--- config.mk ---
export PLATFORM = sky130hd
export DESIGN_NAME = link_speed_fallback
export DESIGN_NICKNAME = d
export VERILOG_FILES = /design/src/rtl/lsf_pkg.sv /design/src/rtl/lsf_cfg_port.sv /design/src/rtl/lsf_link_timer.sv /design/src/rtl/lsf_seq.sv /design/src/rtl/link_speed_fallback.sv
export SDC_FILE = /design/constraint.sdc
export NUM_CORES = 1
export LEC_CHECK = 0
export BUFFER_PORTS_ARGS = -buffer_cell sky130_fd_sc_hd__buf_2
export CORE_UTILIZATION = 30
export DETAILED_ROUTE_END_ITERATION = 7
export HOLD_SLACK_MARGIN = 0.06
export PLACE_DENSITY = 0.49
export SLEW_MARGIN = 20
export SYNTH_ARGS = -nofsm -noshare
export SYNTH_HDL_FRONTEND = slang
export SYNTH_SLANG_ARGS = --single-unit
--- constraint.sdc ---
create_clock -name clk -period 1.9 [get_ports clk]
set_input_delay 0.38 -clock clk [delete_from_list [all_inputs] [get_ports clk]]
set_output_delay 0.38 -clock clk [all_outputs]
set_load 0.05 [all_outputs]
--- src/rtl/lsf_pkg.sv ---
package lsf_pkg;

  // register select on the request port
  localparam logic SEL_LINKCAP = 1'b0;
  localparam logic SEL_SPDCTL  = 1'b1;

  typedef enum logic [3:0] {
    ST_IDLE,
    ST_RD_CAP,
    ST_WR_LOW,
    ST_TRAIN,
    ST_RD_CAP2,
    ST_WR_ORIG,
    ST_RD_CTL,
    ST_WR_CTL,
    ST_RETRAIN,
    ST_END
  } seq_st_e;

  function automatic logic st_is_access(seq_st_e s);
    return (s == ST_RD_CAP) || (s == ST_WR_LOW) || (s == ST_RD_CAP2) ||
           (s == ST_WR_ORIG) || (s == ST_RD_CTL) || (s == ST_WR_CTL);
  endfunction

  function automatic logic st_is_write(seq_st_e s);
    return (s == ST_WR_LOW) || (s == ST_WR_ORIG) || (s == ST_WR_CTL);
  endfunction

  function automatic logic st_is_wait(seq_st_e s);
    return (s == ST_TRAIN) || (s == ST_RETRAIN);
  endfunction

endpackage

--- src/rtl/lsf_cfg_port.sv ---
module lsf_cfg_port #(
  parameter int unsigned DW = 32
) (
  input  logic          clk,
  input  logic          rst_n,
  input  logic          go,
  input  logic          go_write,
  input  logic          go_sel,
  input  logic [DW-1:0] go_wdata,
  output logic          op_done,
  output logic [DW-1:0] op_rdata,
  output logic          cfg_valid,
  input  logic          cfg_ready,
  output logic          cfg_write,
  output logic          cfg_sel,
  output logic [DW-1:0] cfg_wdata,
  input  logic [DW-1:0] cfg_rdata
);

  logic          valid_q;
  logic          write_q;
  logic          sel_q;
  logic [DW-1:0] wdata_q;
  logic [DW-1:0] rdata_q;
  logic          done_q;

  always_ff @(posedge clk) begin
    if (!rst_n) begin
      valid_q <= 1'b0;
      write_q <= 1'b0;
      sel_q   <= 1'b0;
      wdata_q <= '0;
      rdata_q <= '0;
      done_q  <= 1'b0;
    end else begin
      done_q <= 1'b0;
      if (valid_q) begin
        if (cfg_ready) begin
          valid_q <= 1'b0;
          done_q  <= 1'b1;
          if (!write_q) rdata_q <= cfg_rdata;
        end
      end else if (go) begin
        valid_q <= 1'b1;
        write_q <= go_write;
        sel_q   <= go_sel;
        wdata_q <= go_wdata;
      end
    end
  end

  assign cfg_valid = valid_q;
  assign cfg_write = write_q;
  assign cfg_sel   = sel_q;
  assign cfg_wdata = wdata_q;
  assign op_done   = done_q;
  assign op_rdata  = rdata_q;

endmodule

--- src/rtl/lsf_link_timer.sv ---
module lsf_link_timer #(
  parameter int unsigned TIMEOUT = 100000
) (
  input  logic clk,
  input  logic rst_n,
  input  logic run,
  output logic expired
);

  localparam int unsigned CW = $clog2(TIMEOUT + 1);
  localparam logic [CW-1:0] LIMIT = CW'(TIMEOUT);

  logic [CW-1:0] cnt_q;

  assign expired = (cnt_q == LIMIT);

  always_ff @(posedge clk) begin
    if (!rst_n || !run) begin
      cnt_q <= '0;
    end else if (!expired) begin
      cnt_q <= cnt_q + 1'b1;
    end
  end

endmodule

--- src/rtl/lsf_seq.sv ---
module lsf_seq
  import lsf_pkg::*;
#(
  parameter int unsigned     DW          = 32,
  parameter int unsigned     SPD_W       = 4,
  parameter logic [SPD_W-1:0] LOW_CODE   = 1,
  parameter int unsigned     SPD_CHG_BIT = 17
) (
  input  logic          clk,
  input  logic          rst_n,
  input  logic          start,
  input  logic          link_up,
  input  logic          tmr_expired,
  output logic          tmr_run,
  output logic          go,
  output logic          go_write,
  output logic          go_sel,
  output logic [DW-1:0] go_wdata,
  input  logic          op_done,
  input  logic [DW-1:0] op_rdata,
  output logic          done,
  output logic          err,
  output logic          train_en,
  output logic          ro_unlock
);

  localparam logic [DW-1:0] FIELD_MASK = DW'((64'd1 << SPD_W) - 64'd1);
  localparam logic [DW-1:0] CHG_MASK   = DW'(64'd1 << SPD_CHG_BIT);
  localparam int unsigned   PAD_W      = DW - SPD_W;

  seq_st_e          st_q;
  logic             issued_q;
  logic [SPD_W-1:0] saved_q;
  logic             fail_q;
  logic             done_q;
  logic             err_q;
  logic             train_q;
  logic             unlock_q;

  logic [SPD_W-1:0] rd_field;
  logic [DW-1:0]    rd_kept;

  assign rd_field = op_rdata[SPD_W-1:0];
  assign rd_kept  = op_rdata & ~FIELD_MASK;

  assign go       = st_is_access(st_q) && !issued_q;
  assign go_write = st_is_write(st_q);
  assign go_sel   = ((st_q == ST_RD_CTL) || (st_q == ST_WR_CTL)) ? SEL_SPDCTL : SEL_LINKCAP;
  assign tmr_run  = st_is_wait(st_q);

  always_comb begin
    unique case (st_q)
      ST_WR_LOW:  go_wdata = rd_kept | {{PAD_W{1'b0}}, LOW_CODE};
      ST_WR_ORIG: go_wdata = rd_kept | {{PAD_W{1'b0}}, saved_q};
      ST_WR_CTL:  go_wdata = op_rdata | CHG_MASK;
      default:    go_wdata = '0;
    endcase
  end

  always_ff @(posedge clk) begin
    if (!rst_n) begin
      st_q     <= ST_IDLE;
      issued_q <= 1'b0;
      saved_q  <= '0;
      fail_q   <= 1'b0;
      done_q   <= 1'b0;
      err_q    <= 1'b0;
      train_q  <= 1'b0;
      unlock_q <= 1'b0;
    end else begin
      if (go)      issued_q <= 1'b1;
      if (op_done) issued_q <= 1'b0;

      unique case (st_q)
        ST_IDLE: begin
          if (start) begin
            st_q     <= ST_RD_CAP;
            unlock_q <= 1'b1;
            done_q   <= 1'b0;
            err_q    <= 1'b0;
            fail_q   <= 1'b0;
          end
        end
        ST_RD_CAP: begin
          if (op_done) begin
            saved_q <= rd_field;
            st_q    <= ST_WR_LOW;
          end
        end
        ST_WR_LOW: begin
          if (op_done) begin
            train_q <= 1'b1;
            st_q    <= ST_TRAIN;
          end
        end
        ST_TRAIN: begin
          if (link_up) begin
            st_q <= ST_RD_CAP2;
          end else if (tmr_expired) begin
            fail_q <= 1'b1;
            st_q   <= ST_END;
          end
        end
        ST_RD_CAP2: begin
          if (op_done) st_q <= (rd_field != saved_q) ? ST_WR_ORIG : ST_END;
        end
        ST_WR_ORIG: begin
          if (op_done) st_q <= ST_RD_CTL;
        end
        ST_RD_CTL: begin
          if (op_done) st_q <= ST_WR_CTL;
        end
        ST_WR_CTL: begin
          if (op_done) st_q <= ST_RETRAIN;
        end
        ST_RETRAIN: begin
          if (link_up) begin
            st_q <= ST_END;
          end else if (tmr_expired) begin
            fail_q <= 1'b1;
            st_q   <= ST_END;
          end
        end
        ST_END: begin
          unlock_q <= 1'b0;
          done_q   <= !fail_q;
          err_q    <= fail_q;
          fail_q   <= 1'b0;
          st_q     <= ST_IDLE;
        end
        default: st_q <= ST_IDLE;
      endcase
    end
  end

  assign done      = done_q;
  assign err       = err_q;
  assign train_en  = train_q;
  assign ro_unlock = unlock_q;

endmodule

--- src/rtl/link_speed_fallback.sv ---
module link_speed_fallback #(
  parameter int unsigned      DW           = 32,
  parameter int unsigned      SPD_W        = 4,
  parameter logic [SPD_W-1:0] LOW_CODE     = 1,
  parameter int unsigned      SPD_CHG_BIT  = 17,
  parameter int unsigned      LINK_TIMEOUT = 100000
) (
  input  logic          clk,
  input  logic          rst_n,
  input  logic          start,
  output logic          done,
  output logic          err,
  output logic          train_en,
  input  logic          link_up,
  output logic          ro_unlock,
  output logic          cfg_valid,
  input  logic          cfg_ready,
  output logic          cfg_write,
  output logic          cfg_sel,
  output logic [DW-1:0] cfg_wdata,
  input  logic [DW-1:0] cfg_rdata
);

  logic          tmr_run;
  logic          tmr_expired;
  logic          go;
  logic          go_write;
  logic          go_sel;
  logic [DW-1:0] go_wdata;
  logic          op_done;
  logic [DW-1:0] op_rdata;

  lsf_seq #(
    .DW          (DW),
    .SPD_W       (SPD_W),
    .LOW_CODE    (LOW_CODE),
    .SPD_CHG_BIT (SPD_CHG_BIT)
  ) u_seq (
    .clk         (clk),
    .rst_n       (rst_n),
    .start       (start),
    .link_up     (link_up),
    .tmr_expired (tmr_expired),
    .tmr_run     (tmr_run),
    .go          (go),
    .go_write    (go_write),
    .go_sel      (go_sel),
    .go_wdata    (go_wdata),
    .op_done     (op_done),
    .op_rdata    (op_rdata),
    .done        (done),
    .err         (err),
    .train_en    (train_en),
    .ro_unlock   (ro_unlock)
  );

  lsf_link_timer #(
    .TIMEOUT (LINK_TIMEOUT)
  ) u_timer (
    .clk     (clk),
    .rst_n   (rst_n),
    .run     (tmr_run),
    .expired (tmr_expired)
  );

  lsf_cfg_port #(
    .DW (DW)
  ) u_port (
    .clk       (clk),
    .rst_n     (rst_n),
    .go        (go),
    .go_write  (go_write),
    .go_sel    (go_sel),
    .go_wdata  (go_wdata),
    .op_done   (op_done),
    .op_rdata  (op_rdata),
    .cfg_valid (cfg_valid),
    .cfg_ready (cfg_ready),
    .cfg_write (cfg_write),
    .cfg_sel   (cfg_sel),
    .cfg_wdata (cfg_wdata),
    .cfg_rdata (cfg_rdata)
  );

endmodule

==> flow_summary.toml <==
[floorplan]
floorplan.die_area_um2 = 13960
die_x_um = 118.1
pin_count = 76
initial_utilization_pct = 30.68
area_of_the_placeable_core_um2 = 13190
die_h_um = 118.1
num_rows = 42

[layout]
area_growth_from_synthesis_to_layout_pct = 23.47
fillCellCount = 1355
antenna_cells_inserted = 0
drive_gt1_share_pct = 22.37
final_cell_count_without_fillers = 717
finalNetCount = 575

[cts]
cts_root_buffer = "sky130_fd_sc_hd__clkbuf_16"
numCtsBuffers = 9
numClockSinks = 99
cts_max_path_buffers = 2
clk_pin_slew_ns = 0.07
clkLatencyLatePin_ns = 0.35
postCtsHoldBufs = 0
htreeDepth = 3
tritoncts = "yes"

[setup_path]
rr_startpoint = "u_seq.st_q[1]"
worst_ep_arrival_time_ns = 2.03
cpMaxStageDelayCell = "sky130_fd_sc_hd__or4b_1"
criticalPathCategory = "reg -> reg"
critical_path_buf_inv_count = 1
worst-path-max-fanout = 16
critical_path.max_stage_delay_ns = 0.53
startpoint_of_the_most_critical_setup_path = "u_seq.st_q[1]"
critical_path_endpoint_category = "register"
critical-path-top-delay-family = "simple AND/OR/NAND/NOR gates"
critPathRequiredTime_ns = 2.15
startpoint_type = "register"
worstPathCellList = "buf_4, or4b_1, o32ai_2, nor2_1, o311ai_1"

[synth]
synth_nets = 499
post-synth-top-count-cell = "sky130_fd_sc_hd__dfxtp_1"
postSynthCellCount = 460
ys_async_sr_fraction_pct = 0
ys.warnings.count = 0
synth_enable_flop_cells = 0
syn-mean-instance-area_um2 = 8.796
synth_largest_type_area_fraction_pct = 48.98
synth_area_leaders = "sky130_fd_sc_hd__dfxtp_1 49%, sky130_fd_sc_hd__nand2_1 7.4%, sky130_fd_sc_hd__a21oi_1 6.6%, sky130_fd_sc_hd__a22o_1 6.1%, sky130_fd_sc_hd__xor2_1 2.8%"
seq_area_frac_synth_pct = 48.98
synth_seq_cells = 99
yosys-top-cells-count = "99 x sky130_fd_sc_hd__dfxtp_1, 80 x sky130_fd_sc_hd__nand2_1, 53 x sky130_fd_sc_hd__a21oi_1"
yosysTopAreaCell = "sky130_fd_sc_hd__dfxtp_1"
synthesis.area_um2 = 4046
synth.lib_cells_used.distinct = 51
yosys_most_used_dff = "sky130_fd_sc_hd__dfxtp_1"

[place]
dp_hpwl_um = 7096
placedCellCount = 701
io_buffer_count = 75
place_congestion = 0.8586

[grt]
wire_length_of_the_first_global_routing_pass_um = 17250
globalRouteTotalUtil_pct = 15.64
grt_start_max_net_pins = 33
first_global_vias = 3481
grt_antenna_before_repair = 0
grt_remaining_overflow = 0

[power]
power_switching_share_pct = 23.96
power_report.internal_total_uw = 3173
seq_power_share_pct = 50.9
pwr_density_cell_nw_per_um2 = 835.1
ir_worst_vdd_uv = 427.4
switchingPower_uw = 999.5
power_frac_clock_pct = 43.0
cellLeakagePower_uw = 0.001979
power.share.combinational_pct = 6.0
post-layout-total-power_uw = 4172

[route]
firstDrtPassIters = 4
detail_route.wl_per_cell_um = 14.37
detail_route.iter0.violations = 198
drtAntennaViolNets = 0
drcViolationCount = 0
via_count = 3526
post_drt_via_cell_ratio = 4.918
postRouteWirelength_um = 10300

[timing]
clock-skew-final_ns = 0.008133
max_slew.worst_pin.slew_ns = 0.5690
rsz0062_at_grt = "false"
final-hold-violation-count = 0
report.final.setup_viol = 0
max_clock_freq_mhz = 563.2
slew_viol_final = 0
period_utilisation_layout_pct = 93.44
slew-limit-headroom_pct = 61.72
totalNegativeSetupSlack_ns = 0
timing.final.crit_period_ns = 1.775

[outcome]
run_status = "finished clean"

[worst_hold_path]
hold_path_startpoint = "cfg_rdata[21]"
worstHoldPathType = "in -> reg"

[job]
cap_violations = 0
worst min-delay path, delay by kind of cell:
family | cells | cell delay (ns)
and+or+nand+nor | 1 | 0.05
AOI/OAI and AO/OA | 1 | 0.05
buffers and inverters | 1 | 0.10
power by group through the flow:
stage               logic [uW]  registers (uW)  clock network (uW)
detailed placement         253            2170                   0
global route               279            2130                1950
floorplan                  135            2170                   0
finish                     252            2130                1800
CTS                        254            2120                1870
global placement           251            2170                   0
stage by stage:
| step | area [um^2] | hold WS, ns | worst slack (ns) | util, % |
|---|---|---|---|---|
| 6_report | 4996 | 0.2647 | 0.1246 | 37.88 |
| 2_1_floorplan | 4046 | 0.4316 | 0.1852 | - |
| 4_1_cts | 4995 | 0.2511 | 0.04314 | 37.87 |
| 5_1_grt | 4996 | 0.2564 | 0.005511 | 37.88 |
| 3_5_place_dp | 4706 | 0.4435 | 0.06084 | 35.68 |
| 3_3_place_gp | 4706 | 0.4392 | 0.08518 | 35.68 |
cell usage in the layout (no fill, tap or decap), types with 3 or more instances in the layout:
| cell | netlist | final |
|---|---|---|
| sky130_fd_sc_hd__mux2i_1 | 10 | 10 |
| sky130_fd_sc_hd__or4_1 | 3 | 3 |
| sky130_fd_sc_hd__buf_2 | 7 | 75 |
| sky130_fd_sc_hd__a31oi_1 | 6 | 6 |
| sky130_fd_sc_hd__a22o_1 | 28 | 28 |
| sky130_fd_sc_hd__buf_4 | 1 | 18 |
| sky130_fd_sc_hd__or3_1 | 6 | 6 |
| sky130_fd_sc_hd__nand4_1 | 8 | 8 |
| sky130_fd_sc_hd__clkbuf_16 | 0 | 9 |
| sky130_fd_sc_hd__a22oi_1 | 3 | 3 |
| sky130_fd_sc_hd__and3_1 | 6 | 6 |
| sky130_fd_sc_hd__nand2_1 | 80 | 80 |
| sky130_fd_sc_hd__buf_12 | 0 | 3 |
| sky130_fd_sc_hd__nand2b_1 | 10 | 10 |
| sky130_fd_sc_hd__xor2_1 | 13 | 13 |
| sky130_fd_sc_hd__a21oi_1 | 53 | 52 |
| sky130_fd_sc_hd__nor4_1 | 3 | 3 |
| sky130_fd_sc_hd__inv_1 | 7 | 7 |
| sky130_fd_sc_hd__nor2_1 | 30 | 29 |
| sky130_fd_sc_hd__nand3_1 | 9 | 9 |
| sky130_fd_sc_hd__dfxtp_1 | 99 | 98 |
| sky130_fd_sc_hd__nor3_1 | 6 | 6 |
| sky130_fd_sc_hd__o21ai_0 | 10 | 10 |
| sky130_fd_sc_hd__nor2b_1 | 3 | 3 |
kinds of logic after synthesis:
logic type                 share of synthesized area (%)
xor gates and xnor gates                           2.814
DFF                                                48.98
muxes                                              2.474
adders and majority gates                         0.6183
AOI/OAI and AO/OA                                  19.42
buffers and inverters                              4.391
and+or+nand+nor                                    21.30
state kept, by name (all words and copies together) (netlist names), 4 cells and up:
| register | count |
|---|---|
| u_port.cfg_wdata | 32 |
| u_seq.st_q | 4 |
| u_seq.saved_q | 4 |
| u_timer.cnt_q | 17 |
| u_port.op_rdata | 32 |
final timing paths:
| kind | depth (start not counted) | endpoint | slack [ns] |
|---|---|---|---|
| min reg2reg | 2 | u_port.op_rdata[17] | 0.45 |
| max | 5 | u_seq.st_q[2] | 0.12 |
| max reg2reg | 5 | u_seq.st_q[2] | 0.12 |
| min | 3 | u_port.op_rdata[21] | 0.26 |
layout make-up:
class / count / area (um^2) / share of cell area [%]
Tap cell: 176 / 220.2 / 4.408
Clock buffer: 12 / 256.5 / 5.134
Sequential cell: 99 / 1983 / 39.69
Timing Repair Buffer: 96 / 570.5 / 11.42
Multi-Input combinational cell: 321 / 1899 / 38.02
Inverter: 9 / 33.78 / 0.6762
Clock inverter: 4 / 32.53 / 0.6511
repair_timing:
item,CTS,global route
endpoints found under the setup margin,0,31
setup buffers,0,0
resized for setup,0,1
routing by layer:
metal / GRT usage [%] / vias up / routed length, um
li1: - / 1775 / -
met1: 20.68 / 1656 / 5060
met5: 0 / - / 0
met2: 23.71 / 79 / 4559
met4: 7.853 / 0 / 233
met3: 3.764 / 16 / 450
No activity file was read; power rests on OpenSTA's default activity.
